===== src/rtl/ilf_pkg.sv =====
package ilf_pkg;
  // parcel count from the 2-bit length code at the top of the first parcel
  function automatic logic [1:0] parcels_of(input logic [1:0] code);
    unique case (code)
      2'b10:   parcels_of = 2'd2;
      2'b11:   parcels_of = 2'd3;
      default: parcels_of = 2'd1;
    endcase
  endfunction
endpackage


===== src/rtl/ilf_len_dec.sv =====
module ilf_len_dec (
  input  logic [1:0] code_i,
  output logic [1:0] nparc_o
);
  always_comb nparc_o = ilf_pkg::parcels_of(code_i);
endmodule


===== src/rtl/ilf_asm.sv =====
module ilf_asm #(
  parameter int PW   = 16,
  parameter int MAXP = 3,
  localparam int CW  = $clog2(MAXP + 1)
) (
  input  logic               clk_i,
  input  logic               rst_ni,
  input  logic               flush_i,
  input  logic               push_i,
  input  logic [PW-1:0]      parcel_i,
  input  logic [CW-1:0]      nparc_i,
  output logic               done_o,
  output logic [MAXP*PW-1:0] insn_o,
  output logic [CW-1:0]      len_o
);
  logic [MAXP-2:0][PW-1:0] hold_q;
  logic [CW-1:0]           cnt_q, need_q, need;

  always_comb begin
    need   = (cnt_q == '0) ? nparc_i : need_q;
    done_o = push_i && (CW'(cnt_q + 1'b1) == need);
    len_o  = need;
  end

  // slot k: held parcel, current parcel, or zero past the length
  for (genvar k = 0; k < MAXP; k++) begin : g_slot
    if (k < MAXP - 1) begin : g_held
      assign insn_o[(MAXP-k)*PW-1 -: PW] =
        (CW'(k) < cnt_q)  ? hold_q[k] :
        (CW'(k) == cnt_q) ? parcel_i  : '0;
    end else begin : g_last
      assign insn_o[(MAXP-k)*PW-1 -: PW] = (CW'(k) == cnt_q) ? parcel_i : '0;
    end
  end

  always_ff @(posedge clk_i or negedge rst_ni) begin
    if (!rst_ni) begin
      hold_q <= '0;
      cnt_q  <= '0;
      need_q <= '0;
    end else if (flush_i) begin
      cnt_q <= '0;
    end else if (push_i) begin
      if (done_o) begin
        cnt_q <= '0;
      end else begin
        for (int k = 0; k < MAXP - 1; k++)
          if (cnt_q == CW'(k)) hold_q[k] <= parcel_i;
        cnt_q <= cnt_q + 1'b1;
        if (cnt_q == '0) need_q <= nparc_i;
      end
    end
  end
endmodule


===== src/rtl/ilf_out.sv =====
module ilf_out #(
  parameter int              W          = 48,
  parameter int              AW         = 16,
  parameter int              LW         = 2,
  parameter logic [AW-1:0]   RESET_ADDR = '0
) (
  input  logic          clk_i,
  input  logic          rst_ni,
  input  logic          flush_i,
  input  logic [AW-1:0] redirect_addr_i,
  input  logic          load_i,
  input  logic [W-1:0]  insn_i,
  input  logic [LW-1:0] len_i,
  input  logic          out_ready_i,
  output logic          valid_o,
  output logic [W-1:0]  insn_o,
  output logic [LW-1:0] len_o,
  output logic [AW-1:0] addr_o,
  output logic [AW-1:0] next_o
);
  logic [AW-1:0] pc_q;
  logic [AW-1:0] pc_nx;

  assign pc_nx = pc_q + AW'(len_i);

  always_ff @(posedge clk_i or negedge rst_ni) begin
    if (!rst_ni) begin
      valid_o <= 1'b0;
      insn_o  <= '0;
      len_o   <= '0;
      addr_o  <= '0;
      next_o  <= '0;
      pc_q    <= RESET_ADDR;
    end else if (flush_i) begin
      valid_o <= 1'b0;
      pc_q    <= redirect_addr_i;
    end else if (load_i) begin
      valid_o <= 1'b1;
      insn_o  <= insn_i;
      len_o   <= len_i;
      addr_o  <= pc_q;
      next_o  <= pc_nx;
      pc_q    <= pc_nx;
    end else if (out_ready_i) begin
      valid_o <= 1'b0;
    end
  end
endmodule


===== src/rtl/insn_len_front.sv =====
module insn_len_front #(
  parameter int            AW         = 16,
  parameter logic [AW-1:0] RESET_ADDR = '0,
  localparam int           PW         = 16,
  localparam int           MAXP       = 3,
  localparam int           IW         = PW * MAXP,
  localparam int           CW         = $clog2(MAXP + 1)
) (
  input  logic          clk_i,
  input  logic          rst_ni,
  input  logic          flush_i,
  input  logic [AW-1:0] redirect_addr_i,
  input  logic          in_valid_i,
  input  logic [PW-1:0] in_parcel_i,
  output logic          in_ready_o,
  output logic          out_valid_o,
  input  logic          out_ready_i,
  output logic [IW-1:0] out_insn_o,
  output logic [CW-1:0] out_len_o,
  output logic [AW-1:0] out_addr_o,
  output logic [AW-1:0] out_next_addr_o
);
  logic          push, done;
  logic [CW-1:0] nparc, len;
  logic [IW-1:0] insn;

  assign in_ready_o = !out_valid_o || out_ready_i;
  assign push       = in_valid_i && in_ready_o && !flush_i;

  ilf_len_dec i_len_dec (
    .code_i  (in_parcel_i[PW-1 -: 2]),
    .nparc_o (nparc)
  );

  ilf_asm #(.PW(PW), .MAXP(MAXP)) i_asm (
    .clk_i    (clk_i),
    .rst_ni   (rst_ni),
    .flush_i  (flush_i),
    .push_i   (push),
    .parcel_i (in_parcel_i),
    .nparc_i  (nparc),
    .done_o   (done),
    .insn_o   (insn),
    .len_o    (len)
  );

  ilf_out #(.W(IW), .AW(AW), .LW(CW), .RESET_ADDR(RESET_ADDR)) i_out (
    .clk_i           (clk_i),
    .rst_ni          (rst_ni),
    .flush_i         (flush_i),
    .redirect_addr_i (redirect_addr_i),
    .load_i          (done),
    .insn_i          (insn),
    .len_i           (len),
    .out_ready_i     (out_ready_i),
    .valid_o         (out_valid_o),
    .insn_o          (out_insn_o),
    .len_o           (out_len_o),
    .addr_o          (out_addr_o),
    .next_o          (out_next_addr_o)
  );
endmodule


===== config.mk =====
export PLATFORM = sky130hd
export DESIGN_NAME = insn_len_front
export DESIGN_NICKNAME = d
export VERILOG_FILES = /design/src/rtl/ilf_pkg.sv /design/src/rtl/ilf_len_dec.sv /design/src/rtl/ilf_asm.sv /design/src/rtl/ilf_out.sv /design/src/rtl/insn_len_front.sv
export SDC_FILE = /design/constraint.sdc
export NUM_CORES = 1
export LEC_CHECK = 0
export BUFFER_PORTS_ARGS = -buffer_cell sky130_fd_sc_hd__clkbuf_2
export CORE_UTILIZATION = 30
export CTS_CLUSTER_SIZE = 12
export DETAILED_ROUTE_END_ITERATION = 8
export PLACE_DENSITY = 0.49
export SLEW_MARGIN = 10
export SYNTH_ARGS = -nofsm -noshare
export SYNTH_HDL_FRONTEND = slang
export SYNTH_SLANG_ARGS = --single-unit

===== constraint.sdc =====
create_clock -name clk_i -period 8.3 [get_ports clk_i]
set_input_delay 1.245 -clock clk_i [delete_from_list [all_inputs] [get_ports clk_i]]
set_output_delay 1.245 -clock clk_i [all_outputs]
set_load 0.1 [all_outputs]

[Word level (Yosys, flattened, before mapping)]
Index checks and enable logic that the tools add are counted.
Storage, ports and cells
  flip-flop bits (word level): 135
Cells by class
  reductions and logical operators: 14
  bitwise gates (word level): 2
  mux-type cells: 15
  order comparisons: 2
  add/sub/neg operators: 2
  equality and inequality tests: 6
Operators by type and width (count)
  16-bit two-way mux: 7
  16-bit by 2-bit adder with 16-bit output: 1
  2-bit two-way mux: 4
  4-bit AND reduction: 2
  2-bit equality test (second input constant): 2
  1-bit by 2-bit < comparator with 1-bit output (first input constant): 2
  2-bit one-hot mux with 2 select lines: 1
  2-bit nonzero test: 2
  1-bit logical AND: 3
  1-bit two-way mux: 3
  3-bit AND reduction: 1
  3-bit nonzero test: 1
  2-bit by 1-bit adder with 2-bit output (second input constant): 1
  1-bit by 2-bit equality test with 1-bit output (first input constant): 1
  2-bit by 1-bit equality test with 1-bit output (second input constant): 1
  2-bit equality test: 1
  2-bit equality test (first input constant): 1
  1-bit zero test: 2
  2-bit zero test: 1
  1-bit NOT: 2
  2-bit AND reduction: 1
  1-bit logical OR: 1

[Depth between registers and ports, before layout]
  depth in word-level cells: 8
  gate-level depth with buffers: 14
  depth with buffers taken out: 11

[Cells and area by module]
From an unflattened synthesis, not the netlist that was laid out.
Unflattened totals
  cell total of the unflattened synthesis: 652
  area, all modules: 6391.1 sq um
Modules (own cells, without submodules)
  ilf_out: area each 4266.6 sq um, times used 1, cells an instance 478
  ilf_asm: area each 2092.0 sq um, times used 1, cells an instance 170
  insn_len_front: area each 22.5 sq um, times used 1, cells an instance 2
  ilf_len_dec: area each 10.0 sq um, times used 1, cells an instance 2

[Worst setup path before layout]
Ideal clock, no wire load.
  kind: input-to-reg
  from: input out_ready_i
  to: register i_asm.hold_q[21] in the netlist's numbering
  path slack: 4.680 ns
  stages on the path: 6
  path buffers: 1
  arrival time: 3.495 ns
  required time: 8.175 ns
  cells stage by stage: nand2b_1 -> nand2_1 -> nor2_1 -> o2111ai_2 -> buf_2 -> mux2_2
Between the ends
  cells in the longest elaborated chain, start to end: 6
Ends and longest elaborated chain
  start, declared: line insn_len_front.sv:17  | input logic out_ready_i,
  1-bit logical OR (*): line insn_len_front.sv:27  | assign in_ready_o = !out_valid_o || out_ready_i;
  1-bit logical AND (*) (2 in series): line insn_len_front.sv:28  | assign push = in_valid_i && in_ready_o && !flush_i;
  1-bit logical AND: line ilf_asm.sv:21  | done_o = push_i && (CW'(cnt_q + 1'b1) == need);
  1-bit NOT (no line)
  4-bit AND reduction (no line) (*)
  end signal, assigned by index: line ilf_asm.sv:48  | if (cnt_q == CW'(k)) hold_q[k] <= parcel_i;
  end, declared: line ilf_asm.sv:16  | logic [MAXP-2:0][PW-1:0] hold_q;
Mark *: on every way between the ends. The rest lies on a longest branch, timed or not.
A chain may end at the register's enable or synchronous reset.

[Final worst setup path]
  from: register i_asm.cnt_q[1]
  to: register i_out.insn_o[32]
Between the ends
  cells in the longest elaborated chain, start to end: 5
Ends and longest elaborated chain
  start, declared: line ilf_asm.sv:17  | logic [CW-1:0] cnt_q, need_q, need;
  start signal, assigned: line ilf_asm.sv:49  | cnt_q <= cnt_q + 1'b1;
  branches (longest 5 deep; another with 2-bit by 1-bit adder with 2-bit output)
  end signal, assigned: line ilf_out.sv:39  | insn_o <= insn_i;
  end, declared: line ilf_out.sv:16  | output logic [W-1:0] insn_o,
Parallel ways; which one is timed is not known.

==> results.md <==
* Status: completed
* First-pass GRT wire length at 25140 um
* Seq/Total Area, Yosys at 0.5582
* CTS Root Cell: clkbuf_16
* Fmax at 197.7 MHz
* TritonRoute pass-1 iters at 4
* Yosys warnings at 0
* Crit path max fanout at around 100
* Largest net degree at the start of global routing at 105
* 1st-iter DRT viols at 269
* Cell Area, Synth at 6052 um^2
* Max-cap viol count at 0
* CTS Buf Count at 17
* Rows at 51
* Final min period at 5058 ps
* Post-synthesis register bit count at 135
* Final Non-Filler Cells at 970
* Initial antenna violation count at 0
* Post-DP HPWL at roughly 11000 um
* Clk pin slew, worst setup/hold paths at 60 ps
* Clk sinks at 135
* DRC at 0
* Final setup viols at 0
* Grt total ovfl at 0
* Top post-synthesis cells by area: dfrtp_1 (56%), nand2_1 (9.1%), mux2_2 (6.3%), o21ai_0 (5.1%), mux2i_1 (2.8%)
* Final period util at 0.6094
* H-tree lvl count at 4
* Layout net count at ~740
* DR vias at around 4600
* Final WL at 15700 um
* PostCTS Resize Cnt at 0
* Total setup buffers inserted after CTS at 0
* Worst min-delay path class: register to register
* Post-route clock skew at 8.966 ps
* Slew HR at 0.2035
* Die height at 144.0 um
* Avg Cell Area, Syn at between 10 and 15 um^2
* Number of diodes at 0
* CP startpoint kind: register
* GP Congestion at 0.7894
* Area fraction of the dominant cell type after synthesis at 0.5582
* Final setup TNS at 0 ps
* Ports at 121
* Worst-skew pair later-pin latency at 420 ps
* Synth cell types at 44
* Crit end category: register
* Die Area at 20750 um^2
* Worst EP required at 8550 ps
* Fillers at approximately 2000
* Max-slew violations at 0
* Post-route ant nets at 0
* Max Root-Sink Buffers at 2
* Core area at 19590 um^2
* Vias in the first global route at 4641
* WP data arrival at 5310 ps
* RSZ-0062 raised after global routing: false
* Initial Utilization at 0.3089
* Worst-margin pin slew at 1195 ps
* Fraction of layout cells with a size suffix above 1 at 0.2851
* Tot GR Track Use at 0.1622
* Area leader, netlist: dfrtp_1
* Final Hold Vio Count at 0
* CTS Hold Bufs at 0
* Post-DR vias/cell at around 4.7
* Number of port buffers at 120
* Synth-to-Final Area Change at 23.44%
* Placed Instances at 938
* Die Wd at 144.0 um
* Mapped Nets at 626
* Drt wl/cell at 16.19 um
* Mapped Cells at 583
* CTS tree: built
* CP Class: register to register
-- per-layer routing --
metal	GRT usage	vias to the layer above	wire [um]
li1	-	2230	-
met1	0.2193	2234	7480
met2	0.2530	112	7440
met3	0.04636	5	692
met4	0.04311	0	87
met5	0	-	0
-- cells by family after synthesis --
group,share of synthesized area
xor gates and xnor gates,0.02316
and+or+nand+nor,0.1654
buffers and inverters,0.03018
muxes,0.09138
adders and majority gates,0.01364
AOI/OAI and AO/OA,0.1180
DFF,0.5582
-- Yosys cell counts (all sizes together) --
cell type,n
o311ai,6
inv,7
nand4,3
nand3,22
o31a,2
mux2,34
nand2,147
a31oi,1
nor3,1
a2111o,1
o41ai,1
clkbuf,19
o21ai,62
xor2,9
fa,1
nand2b,4
mux2i,17
a21oi,20
and3b,1
a221o,3
and4,3
a21boi,1
a2111oi,1
and3,21
nor3b,2
a22oi,1
nor4,1
or3,2
a211oi,2
buf,15
o2111ai,1
xnor2,7
o211ai,3
a211o,4
dfrtp,135
nor2,8
a21o,2
nor2b,8
ha,5
-- flip-flops by register name, summed over array words and instances, names as in the netlist, 2 cells and up --
register	count
i_asm.cnt_q	2
i_out.insn_o	48
i_out.addr_o	16
i_asm.need_q	2
i_out.next_o	16
i_out.pc_q	16
i_out.len_o	2
i_asm.hold_q	32
-- worst max-delay path, cell delays in order, from the launching register on --
cell	delay, ps
dfrtp_1	610
inv_1	500
ha_1	1060
mux2i_1	350
xnor2_1	660
a2111o_2	580
buf_4	820
o21ai_0	230
-- area by class of cell --
type	count	area, um^2	share of cell area
Sequential cell	135	3378	0.4522
Multi-Input combinational cell	407	2505	0.3353
Timing Repair Buffer	124	636.9	0.08525
Clock buffer	20	466.7	0.06247
Tap cell	265	331.6	0.04438
Clock inverter	12	126.4	0.01692
Inverter	7	26.28	0.003517
-- cell usage in the layout (no fill, tap or decap), types with 2 or more instances in the layout --
master      count
nand2_1       147
dfrtp_1       135
clkbuf_2      119
o21ai_0        62
mux2_2         34
and3_1         21
nand3_1        21
a21oi_1        20
mux2i_1        17
clkbuf_16      17
xor2_1          9
nor2_1          8
nor2b_1         8
inv_1           7
xnor2_1         7
o311ai_2        6
ha_1            5
clkinvlp_4      5
nand2b_1        4
a211o_1         4
clkinv_2        4
buf_4           4
and4_1          3
nand4_1         3
o211ai_1        3
a221o_1         3
clkbuf_8        3
a21o_1          2
a211oi_1        2
o31a_1          2
nor3b_1         2
bufinv_16       2
-- path summary, 6_finish.rpt --
kind,startpoint,endpoint,slack (ps),cells after the start
min in group asynchronous,rst_ni,i_out.addr_o[11]$_DFFE_PN0P_,860,1
max reg2reg,i_asm.cnt_q[1]$_DFFE_PN0P_,i_out.insn_o[32]$_DFFE_PN0P_,3240,7
min,i_out.insn_o[6]$_DFFE_PN0P_,i_out.insn_o[6]$_DFFE_PN0P_,470,2
min reg2reg,i_out.insn_o[6]$_DFFE_PN0P_,i_out.insn_o[6]$_DFFE_PN0P_,470,2
max,i_asm.cnt_q[1]$_DFFE_PN0P_,i_out.insn_o[32]$_DFFE_PN0P_,3240,7
max in group asynchronous,rst_ni,i_out.pc_q[1]$_DFFE_PN0P_,6230,2
-- metrics by stage --
step	hold WS, ps	util	cell area [um^2]	worst slack, ps
2_1_floorplan	457.8	-	6052	4680
3_3_place_gp	456.8	0.3511	6878	3389
3_5_place_dp	459.1	0.3511	6878	3200
4_1_cts	472.7	0.3814	7471	3190
5_1_grt	496.4	0.3814	7471	2816
6_report	469.3	0.3814	7471	3242
Power is left out: the tool's default activity adds up to more than one toggle a clock period on the data nets, which glitch-free logic cannot reach.
